[config.mk]
export PLATFORM = sky130hd
export DESIGN_NAME = i2cm_byte_master
export DESIGN_NICKNAME = d
export VERILOG_FILES = /design/src/rtl/i2cm_pkg.sv /design/src/rtl/i2cm_qtick.sv /design/src/rtl/i2cm_engine.sv /design/src/rtl/i2cm_byte_master.sv
export SDC_FILE = /design/constraint.sdc
export NUM_CORES = 1
export LEC_CHECK = 0
export BUFFER_PORTS_ARGS = -buffer_cell sky130_fd_sc_hd__buf_4
export CORE_MARGIN = 2
export CORE_UTILIZATION = 30
export CTS_CLUSTER_SIZE = 14
export DETAILED_ROUTE_END_ITERATION = 8
export GPL_ROUTABILITY_DRIVEN = 0
export PLACE_DENSITY_LB_ADDON = 0.1
export SETUP_SLACK_MARGIN = 0.15
export SYNTH_ARGS = -nofsm -noshare
export SYNTH_HDL_FRONTEND = slang
export SYNTH_SLANG_ARGS = --single-unit
[constraint.sdc]
create_clock -name clk -period 5.5 [get_ports clk]
set_input_delay 0 -clock clk [delete_from_list [all_inputs] [get_ports clk]]
set_output_delay 0 -clock clk [all_outputs]
set_load 0.02 [all_outputs]
[src/rtl/i2cm_pkg.sv]
// Package: shared register offsets and engine state encoding for the
// byte-paced I2C master. Assumes a 2-bit register select.
package i2cm_pkg;
    localparam logic [1:0] RA_CTRL = 2'd0;
    localparam logic [1:0] RA_STAT = 2'd1;
    localparam logic [1:0] RA_DATA = 2'd2;
    localparam logic [1:0] RA_OWN  = 2'd3;

    typedef enum logic [2:0] {
        ST_IDLE,
        ST_START,
        ST_SHIFT,
        ST_HOLD,
        ST_STOP
    } eng_st_t;
endpackage

[src/rtl/i2cm_qtick.sv]
// Quarter-phase tick generator. One SCL period is four ticks, so a tick
// comes every (PRE/4)*(div+1) cycles. Assumes PRE_LO and PRE_HI are
// multiples of 4. The counter stays at zero while run is low.
module i2cm_qtick #(
    parameter int PRE_LO = 16,
    parameter int PRE_HI = 512
) (
    input  logic       clk,
    input  logic       rst_n,
    input  logic       run,
    input  logic       pre_sel,
    input  logic [3:0] div,
    output logic       tick
);
    localparam int Q_LO = PRE_LO / 4;
    localparam int Q_HI = PRE_HI / 4;
    localparam int CW   = $clog2(Q_HI * 16 + 1);

    logic [CW-1:0] cnt;
    logic [CW-1:0] lim;

    assign lim  = (pre_sel ? CW'(Q_HI) : CW'(Q_LO)) * (CW'(div) + CW'(1));
    assign tick = run && (cnt >= lim - CW'(1));

    // Count cycles within one quarter phase and wrap on each tick.
    always_ff @(posedge clk) begin
        if (!rst_n || !run) cnt <= '0;
        else if (cnt >= lim - CW'(1)) cnt <= '0;
        else cnt <= cnt + CW'(1);
    end


    cnt_bound_chk: assert property (@(posedge clk) disable iff (!rst_n)
        (run && $past(run) && $stable(lim)) |-> (cnt < lim));
endmodule

[src/rtl/i2cm_engine.sv]
// Bit engine: produces START, repeated START, STOP and 9-bit byte frames
// (8 data bits plus acknowledge) on quarter-phase ticks. SCL is left low
// in HOLD until resume. Assumes tick is only produced while run is high.
module i2cm_engine
    import i2cm_pkg::*;
(
    input  logic       clk,
    input  logic       rst_n,
    input  logic       tick,
    input  logic       go_start,
    input  logic       resume,
    input  logic       req_rs,
    input  logic       req_stop,
    input  logic       rx_mode,
    input  logic       ack_en,
    input  logic [7:0] tx_byte,
    input  logic       sda_in,
    output logic       run,
    output logic       busy,
    output logic       scl_low,
    output logic       sda_low,
    output logic       byte_done,
    output logic       rx_upd,
    output logic [7:0] rx_byte,
    output logic       nack_upd,
    output logic       nack_val,
    output logic       lost
);
    eng_st_t    st;
    logic [1:0] q;
    logic [3:0] bitn;
    logic [7:0] sh;
    logic       tx;

    assign run     = (st == ST_START) || (st == ST_SHIFT) || (st == ST_STOP);
    assign busy    = (st != ST_IDLE);
    assign rx_byte = sh;

    // Sequence bus conditions and shift bits, one action per quarter tick.
    always_ff @(posedge clk) begin
        if (!rst_n) begin
            st <= ST_IDLE; q <= 2'd0; bitn <= 4'd0; sh <= 8'd0; tx <= 1'b1;
            scl_low <= 1'b0; sda_low <= 1'b0; byte_done <= 1'b0;
            rx_upd <= 1'b0; nack_upd <= 1'b0; nack_val <= 1'b0; lost <= 1'b0;
        end else begin
            byte_done <= 1'b0; rx_upd <= 1'b0; nack_upd <= 1'b0; lost <= 1'b0;
            case (st)
                ST_IDLE: if (go_start) begin st <= ST_START; q <= 2'd0; end
                ST_HOLD: if (resume) begin
                    q <= 2'd0;
                    if (req_rs) st <= ST_START;
                    else if (req_stop) st <= ST_STOP;
                    else begin
                        st <= ST_SHIFT; bitn <= 4'd0; sh <= tx_byte; tx <= !rx_mode;
                    end
                end
                default: if (tick) begin
                    q <= q + 2'd1;
                    if (st == ST_START) begin
                        case (q)
                            2'd0: sda_low <= 1'b0;
                            2'd1: scl_low <= 1'b0;
                            2'd2: sda_low <= 1'b1;
                            default: begin
                                scl_low <= 1'b1; st <= ST_SHIFT;
                                bitn <= 4'd0; sh <= tx_byte; tx <= 1'b1;
                            end
                        endcase
                    end else if (st == ST_SHIFT) begin
                        case (q)
                            2'd0: sda_low <= (bitn == 4'd8) ? (!tx && ack_en) : (tx && !sh[7]);
                            2'd1: scl_low <= 1'b0;
                            2'd2: begin
                                if (bitn == 4'd8) begin
                                    if (tx) begin nack_upd <= 1'b1; nack_val <= sda_in; end
                                end else if (tx && !sda_low && !sda_in) begin
                                    lost <= 1'b1; st <= ST_IDLE; q <= 2'd0;
                                    scl_low <= 1'b0; sda_low <= 1'b0;
                                end else sh <= {sh[6:0], sda_in};
                            end
                            default: begin
                                scl_low <= 1'b1;
                                if (bitn == 4'd8) begin
                                    st <= ST_HOLD; byte_done <= 1'b1; rx_upd <= !tx;
                                end else bitn <= bitn + 4'd1;
                            end
                        endcase
                    end else begin
                        case (q)
                            2'd0: sda_low <= 1'b1;
                            2'd1: scl_low <= 1'b0;
                            2'd2: sda_low <= 1'b0;
                            default: st <= ST_IDLE;
                        endcase
                    end
                end
            endcase
        end
    end


    sda_stable_chk: assert property (@(posedge clk) disable iff (!rst_n)
        (st == ST_SHIFT && $past(st == ST_SHIFT) && !scl_low && $past(!scl_low))
        |-> $stable(sda_low));
endmodule

[src/rtl/i2cm_byte_master.sv]
// Top: register file and pacing logic for the byte-paced I2C master.
// Holds the control, status, data and own-address registers. Sets pending
// after each byte and releases the engine when software clears it.
// Assumes an external pull-up: a line reads high unless some party pulls it low.
module i2cm_byte_master
    import i2cm_pkg::*;
#(
    parameter int PRE_LO = 16,
    parameter int PRE_HI = 512
) (
    input  logic       clk,
    input  logic       rst_n,
    input  logic       reg_we,
    input  logic [1:0] reg_addr,
    input  logic [7:0] reg_wdata,
    output logic [7:0] reg_rdata,
    output logic       scl_drive_low,
    output logic       sda_drive_low,
    input  logic       sda_in,
    output logic       irq
);
    logic       ack_en, pre_sel, ie, pend;
    logic [3:0] div;
    logic [1:0] mode;
    logic       txen, lost_f, nack_f, req_rs, req_stop;
    logic [7:0] data_q, own_q;
    logic       tick, run, busy, byte_done, rx_upd, nack_upd, nack_val, lost;
    logic [7:0] rx_byte;
    logic       wr_ctrl, wr_stat, go_start, resume;

    assign wr_ctrl  = reg_we && (reg_addr == RA_CTRL);
    assign wr_stat  = reg_we && (reg_addr == RA_STAT);
    assign go_start = wr_stat && reg_wdata[7] && reg_wdata[5] && reg_wdata[4] && !busy;
    assign resume   = wr_ctrl && !reg_wdata[4] && pend;
    assign irq      = pend && ie;

    i2cm_qtick #(.PRE_LO(PRE_LO), .PRE_HI(PRE_HI)) u_tick (
        .clk(clk), .rst_n(rst_n), .run(run), .pre_sel(pre_sel), .div(div), .tick(tick)
    );

    i2cm_engine u_eng (
        .clk(clk), .rst_n(rst_n), .tick(tick), .go_start(go_start), .resume(resume),
        .req_rs(req_rs), .req_stop(req_stop), .rx_mode(mode == 2'b10),
        .ack_en(ack_en), .tx_byte(data_q), .sda_in(sda_in), .run(run), .busy(busy),
        .scl_low(scl_drive_low), .sda_low(sda_drive_low), .byte_done(byte_done),
        .rx_upd(rx_upd), .rx_byte(rx_byte), .nack_upd(nack_upd), .nack_val(nack_val),
        .lost(lost)
    );

    // Control register and pending flag: software clears pending, bytes set it.
    always_ff @(posedge clk) begin
        if (!rst_n) begin
            ack_en <= 1'b0; pre_sel <= 1'b0; ie <= 1'b0; pend <= 1'b0; div <= 4'd0;
        end else begin
            if (wr_ctrl) begin
                ack_en <= reg_wdata[7]; pre_sel <= reg_wdata[6];
                ie <= reg_wdata[5]; div <= reg_wdata[3:0];
                if (!reg_wdata[4]) pend <= 1'b0;
            end
            if (go_start) pend <= 1'b0;
            if (byte_done || lost) pend <= 1'b1;
        end
    end

    // Status register: mode, enable, queued bus command and result flags.
    always_ff @(posedge clk) begin
        if (!rst_n) begin
            mode <= 2'b00; txen <= 1'b0; req_rs <= 1'b0; req_stop <= 1'b0;
            lost_f <= 1'b0; nack_f <= 1'b0;
        end else begin
            if (wr_stat) begin
                mode <= reg_wdata[7:6]; txen <= reg_wdata[4];
                if (busy) begin
                    if (reg_wdata[5]) req_rs <= 1'b1;
                    else req_stop <= 1'b1;
                end
            end
            if (resume || go_start) begin req_rs <= 1'b0; req_stop <= 1'b0; end
            if (go_start) lost_f <= 1'b0;
            if (lost) lost_f <= 1'b1;
            if (nack_upd) nack_f <= nack_val;
        end
    end

    // Data and own-address registers; received bytes overwrite the data register.
    always_ff @(posedge clk) begin
        if (!rst_n) begin
            data_q <= 8'd0; own_q <= 8'd0;
        end else begin
            if (reg_we && reg_addr == RA_DATA) data_q <= reg_wdata;
            else if (rx_upd) data_q <= rx_byte;
            if (reg_we && reg_addr == RA_OWN) own_q <= reg_wdata;
        end
    end

    // Read multiplexer over the four registers.
    always_comb begin
        case (reg_addr)
            RA_CTRL: reg_rdata = {ack_en, pre_sel, ie, pend, div};
            RA_STAT: reg_rdata = {mode, busy, txen, lost_f, 2'b00, nack_f};
            RA_DATA: reg_rdata = data_q;
            default: reg_rdata = own_q;
        endcase
    end


    hold_scl_chk: assert property (@(posedge clk) disable iff (!rst_n)
        (pend && busy) |-> scl_drive_low);

    bus_free_chk: assert property (@(posedge clk) disable iff (!rst_n)
        $fell(busy) |-> (!scl_drive_low && !sda_drive_low));

    irq_after_byte_chk: assert property (@(posedge clk) disable iff (!rst_n)
        (byte_done && ie) |=> irq);

    start_busy_chk: assert property (@(posedge clk) disable iff (!rst_n)
        go_start |=> busy);
endmodule

* Word-level counts from Yosys, hierarchy flattened
Cells that the tools add are included.
** Word-level totals
- Logic and storage cells :: 215
- Latch bits :: 0
- Bits of input ports :: 14
- Bits in writable memories :: 0
- Memories kept :: 0
- ROM bits :: 0
- Bits in registers :: 68
** Cells by class
- Magnitude comparators :: 1
- Multipliers :: 1
- $add $sub $neg :: 5
- Shifts and indexed selects :: 0
- Eq/ne operators :: 31
- Divide/modulo/power cells :: 0
- Bitwise logic cells :: 9
- Mux-type cells :: 77
- Reduce and logical (&&, ||, !) cells :: 65
** Operators by type and width (count)
- 8-bit 2-to-1 mux :: 13
- 3-bit 2-to-1 mux :: 12
- 4-bit 2-to-1 mux :: 9
- 8-bit case mux with 3 select lines :: 1
- 1-bit 2-to-1 mux :: 23
- 7-bit AND reduction :: 3
- 6-bit by 5-bit inequality test with 1-bit output (second input constant) :: 3
- 9-bit AND reduction :: 2
- 3-bit nonzero test :: 6
- 1-bit logical AND :: 16
- 2-bit 2-to-1 mux :: 8
- 8-bit case mux with 2 select lines :: 1
- 8-bit OR reduction :: 2
- 12-bit by 1-bit adder with 12-bit output (second input constant) :: 1
- 12-bit greater-or-equal comparator :: 1
- 12-bit by 12-bit multiplier with 12-bit output :: 1
- 3-bit case mux with 2 select lines :: 2
- 12-bit by 1-bit subtractor with 12-bit output (second input constant) :: 1
- 2-bit inequality test (second input constant) :: 5
- 1-bit case mux with 2 select lines :: 5
- 10-bit AND reduction :: 1
- 2-bit nonzero test :: 5
- 10-bit OR reduction :: 1
- 2-bit OR reduction :: 5
- 30 further kinds :: 62

* Depth between registers and ports, before layout
- Depth after elaboration :: 10
- Depth in mapped cells :: 20
- Gate-level depth less buffers :: 18

* Modules after synthesis
A second synthesis with hierarchy kept.
** Unflattened totals
- Cell total of the unflattened synthesis :: 469
- Area total of the unflattened synthesis :: 4257.8 um2
** By module, submodules not included
- i2cm_engine :: times used 1, sequential area each 500.5 um2, cells an instance 188, area each 1601.5 um2
- i2cm_byte_master :: times used 1, sequential area each 620.6 um2, cells an instance 142, area each 1505.2 um2
- i2cm_qtick :: times used 1, sequential area each 240.2 um2, cells an instance 139, area each 1151.1 um2

* Worst setup path after synthesis
Ideal clock, no wire load.
- Kind :: flip-flop to flip-flop
- From :: register div[2]
- To :: register u_eng.nack_val
- Setup time :: 0.116 ns
- Period minus slack after synthesis :: 4.261 ns
- Data required time :: 5.384 ns
- Path slack :: 1.239 ns
- Path buffers :: 2
- Cell stages (with the launch flop) :: 21
- Arrival :: 4.145 ns
- Cells stage by stage :: dfxtp_1 -> clkbuf_1 -> nand3_1 -> xor2_1 -> nor2_1 -> inv_1 -> ha_1 -> ha_1 -> a41oi_1 -> nor2b_1 -> o21a_1 -> a41o_1 -> xnor2_1 -> ha_1 -> nand4_1 -> a211o_1 -> o211a_1 -> clkbuf_1 -> or4_1 -> mux2i_1 -> nor2b_1
** On the way
- Word-level cells in the longest chain between the ends :: 6
** RTL lines
- start, declared :: line i2cm_byte_master.sv:23 : logic [3:0] div;
- start signal, assigned :: line i2cm_byte_master.sv:57 : ie <= reg_wdata[5]; div <= reg_wdata[3:0];
- 4-bit by 1-bit adder with 5-bit output :: line i2cm_qtick.sv:22 : assign lim = (pre_sel ? CW'(Q_HI) : CW'(Q_LO)) * (CW'(div) + CW'(1));
- 12-bit by 12-bit multiplier with 12-bit output :: line i2cm_qtick.sv:22
- 12-bit by 1-bit subtractor with 12-bit output :: line i2cm_qtick.sv:23 : assign tick = run && (cnt >= lim - CW'(1));
- 12-bit greater-or-equal comparator :: line i2cm_qtick.sv:23
- 1-bit logical AND :: line i2cm_qtick.sv:23
- 7-bit AND reduction (no source line)
- end signal, assigned :: line i2cm_engine.sv:44 : rx_upd <= 1'b0; nack_upd <= 1'b0; nack_val <= 1'b0; lost <= 1'b0;
- end signal, assigned :: line i2cm_engine.sv:75 : if (tx) begin nack_upd <= 1'b1; nack_val <= sda_in; end
- end, declared :: line i2cm_engine.sv:26 : output logic nack_val,
No other way between the ends.
A chain may end at the register's enable or synchronous reset.

* Final worst setup path
- From :: register div[0]
- To :: register u_eng.sh[1], in the netlist u_eng.rx_byte[1]
** On the way
- Word-level cells in the longest chain between the ends :: 7
** RTL lines
- 4-bit by 1-bit adder with 5-bit output :: line i2cm_qtick.sv:22
- 12-bit by 12-bit multiplier with 12-bit output :: line i2cm_qtick.sv:22
- 12-bit by 1-bit subtractor with 12-bit output :: line i2cm_qtick.sv:23
- 12-bit greater-or-equal comparator :: line i2cm_qtick.sv:23
- 1-bit logical AND :: line i2cm_qtick.sv:23
- 2-bit nonzero test (no source line)
- 10-bit AND reduction (no source line)
- end signal, assigned :: line i2cm_engine.sv:79 : end else sh <= {sh[6:0], sda_in};
- end, declared :: line i2cm_engine.sv:32 : logic [7:0] sh;
No other way between the ends.

==> key figures <==
Outcome
  – Outcome: completed

Detailed routing
  – DRT met1 WL: 5716 um
  – Met2 Wirelength: 5040 um
  – DRC viols: 0
  – Initial drt markers: 204
  – WL per Instance: 16.12 um
  – Routed wire length: 11190 um
  – DR WL met3: 310 um
  – Top sig layer: met4
  – Length of the first detailed-routing pass in iterations: 4
  – Vias per inst: 4.918
  – Detail Route Antenna Nets: 0
  – Via count: 3413

Final layout
  – Layout area overhead: 15.58%
  – ANT cells: 0
  – Post-Layout Cell Count: 694
  – Layout cell share with drive strength beyond 1: 0.1012
  – Layout Nets: 554
  – Commonest non-fill, non-tap cells in the layout: 68 x dfxtp_1, 67 x nand2_1, 43 x nor2_1, 41 x mux2i_1, 30 x ha_1
  – Multi-input combinational cell area: 2680 um2
  – Reg area: 1361 um2
  – Commonest non-fill, non-tap cell in the layout: dfxtp_1
  – Finished Cell Area: 4902 um2
  – Fillers: 1439

GRT
  – First-pass GRT wire length: 17700 um
  – Largest net degree at the start of global routing: 68
  – Grt ovf: 0
  – GRT Overall Usage: 0.1532
  – Vias in the first global route: 3223
  – Initial antenna violation count: 0

Pwr
  – Peak supply drop: 0.1262 mV
  – Psw: 0.2929 mW
  – Sw Share: 0.2417
  – Comb power frac: 0.103
  – Power Density: 247.1 nW/um2
  – Clock power share: 0.476
  – Register share of total power: 0.420
  – Int Pwr: 0.9187 mW
  – Leakage: 2.066 nW

Clock tree
  – CTS Buffer Depth: 2
  – Clk_lat worst skew: 0.33 ns
  – Sinks on Clock Net: 68
  – CTS Buf Count: 9
  – # Post-CTS Setup Buffers: 0
  – CTS tree: yes
  – Worst-path clk slew: 0.06 ns
  – Htree depth: 3
  – Root Buffer: clkbuf_16

Setup path
  – Worst Path Class, Setup: register to register
  – Crit-path max FO: 12
  – Required time worst endpoint: 5.70 ns
  – Arrival @ worst endpoint: 5.13 ns
  – CP Launch Type: register
  – CP Capture Type: register

Synth
  – Synth area leaders: dfxtp_1 32%, mux2i_1 9.7%, ha_1 8.8%
  – Yosys reg bits: 68
  – Mapped Nets: 539
  – Top cell type's share of synthesized area: 0.3209
  – Mean Syn Cell Area: 8.569 um2
  – Register area share after synthesis: 0.3209
  – Largest area contributor in the synthesized netlist: dfxtp_1
  – Post-synthesis instance total: 495
  – Yosys cell types: 60
  – Main synth FF type: dfxtp_1
  – Synth async-reset ratio: 0
  – Yosys warnings: 0
  – Area of the mapped netlist: 4242 um2
  – Post-synth EDFFs: 0

Die
  – Die Y: 122.9 um
  – Die width: 122.9 um
  – DIE AREA: 15110 um2
  – Initial Util: 0.3068
  – Core footprint: 13830 um2
  – Row count: 43
  – I/O pin total: 25

STA
  – Post-route setup slack: 0.5692 ns
  – Setup TNS Final: 0 ns
  – Final min period: 4.931 ns
  – Final hold vios: 0
  – RSZ-0062 raised after global routing: false
  – Max-slew violations: 0
  – Rel. slew slack: 0.3674
  – Maximum clock frequency: 202.8 MHz
  – Max Clock Skew: 0.006011 ns
  – Final setup violation count: 0
  – Least-Margin Pin Slew: 0.9454 ns
  – Final period utilization: 0.8965
  – Hold Slack: 0.01327 ns

Hold path
  – Hold WC Path Type: input pin to register

Place
  – Dpl cells: 671
  – IO Port Bufs: 24
  – Placed cell area: 4529 um2
  – Post-DP HPWL: 8061 um
  – Dpl ws: 0.6051 ns

Job
  – Max-cap violations: 0
-- power groups by stage --
stage | Sequential (mW) | Combinational, mW | Clock (mW)
6_report | 0.509 | 0.125 | 0.577
5_1_grt | 0.510 | 0.138 | 0.614
4_1_cts | 0.509 | 0.127 | 0.595
3_5_place_dp | 0.520 | 0.122 | 0
3_3_place_gp | 0.520 | 0.120 | 0
2_1_floorplan | 0.515 | 0.0890 | 0
-- worst paths after layout --
kind / to / cells past startpoint / from / slack, ns
worst min-delay path: data_q[4] / 2 / reg_wdata[4] / 0.01
worst max-delay path: u_eng.rx_byte[1] / 17 / div[0] / 0.57
worst min register to register: u_tick.cnt[0] / 1 / u_tick.cnt[0] / 0.46
worst max register to register: u_eng.rx_byte[1] / 17 / div[0] / 0.57
-- state kept, by name (all words and copies together), names as in the netlist, 2 cells and up --
signal,flops
mode,2
u_eng.rx_byte,8
u_eng.st,3
div,4
data_q,8
own_q,8
u_eng.q,2
u_eng.bitn,4
u_tick.cnt,12
-- what timing repair did --
action,4_1_cts,5_1_grt
gates resized for setup,0,0
setup endpoints to repair,0,0
endpoints found under the hold margin,23,0
hold buffers,8,0
-- cell type report --
type | count | share of cell area
Clock inverter | 4 | 0.01021
Timing Repair Buffer | 33 | 0.05462
Tap cell | 180 | 0.04594
Multi-Input combinational cell | 378 | 0.5467
Clock buffer | 11 | 0.04952
Sequential cell | 68 | 0.2777
Inverter | 20 | 0.01531
-- synthesized netlist by cell type, types with 4 or more instances --
library cell	n
o21a_1	4
nor3_1	5
inv_1	20
nand3b_1	7
mux4_2	6
and2_1	5
and3_1	5
o21ai_0	15
ha_1	30
nor2_1	43
mux2i_1	41
nor3b_1	4
o211a_1	9
xnor2_1	6
nor2b_1	27
dfxtp_1	68
nand4_1	5
clkbuf_1	24
xor2_1	11
nand2_1	67
nand3_1	16
a21oi_1	17
a31oi_1	4
nand2b_1	4
-- worst max-delay path, stage by stage (launching register included) --
cell     delay (ns)
dfxtp_1        0.46
ha_1           0.27
xor2_1         0.21
and2_1         0.17
ha_1           0.23
ha_1           0.28
a41oi_1        0.28
nor2b_1        0.10
o21a_1         0.23
a41o_1         0.26
xnor2_1        0.13
ha_1           0.30
nand4_1        0.14
a211o_1        0.29
o211a_1        0.25
o21ai_1        0.25
or4b_1         0.73
mux2i_1        0.20
-- kinds of logic after synthesis --
family | after synthesis | share of synthesized area
AOI/OAI and AO/OA | 80 | 0.1348
xor gates and xnor gates | 17 | 0.03510
adders and majority gates | 30 | 0.08850
buffers and inverters | 49 | 0.04720
DFF | 68 | 0.3209
muxes | 47 | 0.1286
and+or+nand+nor | 204 | 0.2448
-- layer usage --
layer / track usage / vias to the layer above
met5: 0 / -
met1: 0.2216 / 1585
met4: 0.03448 / 0
li1: - / 1768
met2: 0.2348 / 48
met3: 0.02952 / 12
-- per-stage QoR --
step	power (mW)	utilization
after CTS	1.232	0.3545
after floorplan	0.6039	-
final	1.212	0.3545
after global routing	1.263	0.3545
after detailed placement	0.6422	0.3276
after global placement	0.6399	0.3276
No activity file was read; power rests on OpenSTA's default activity.
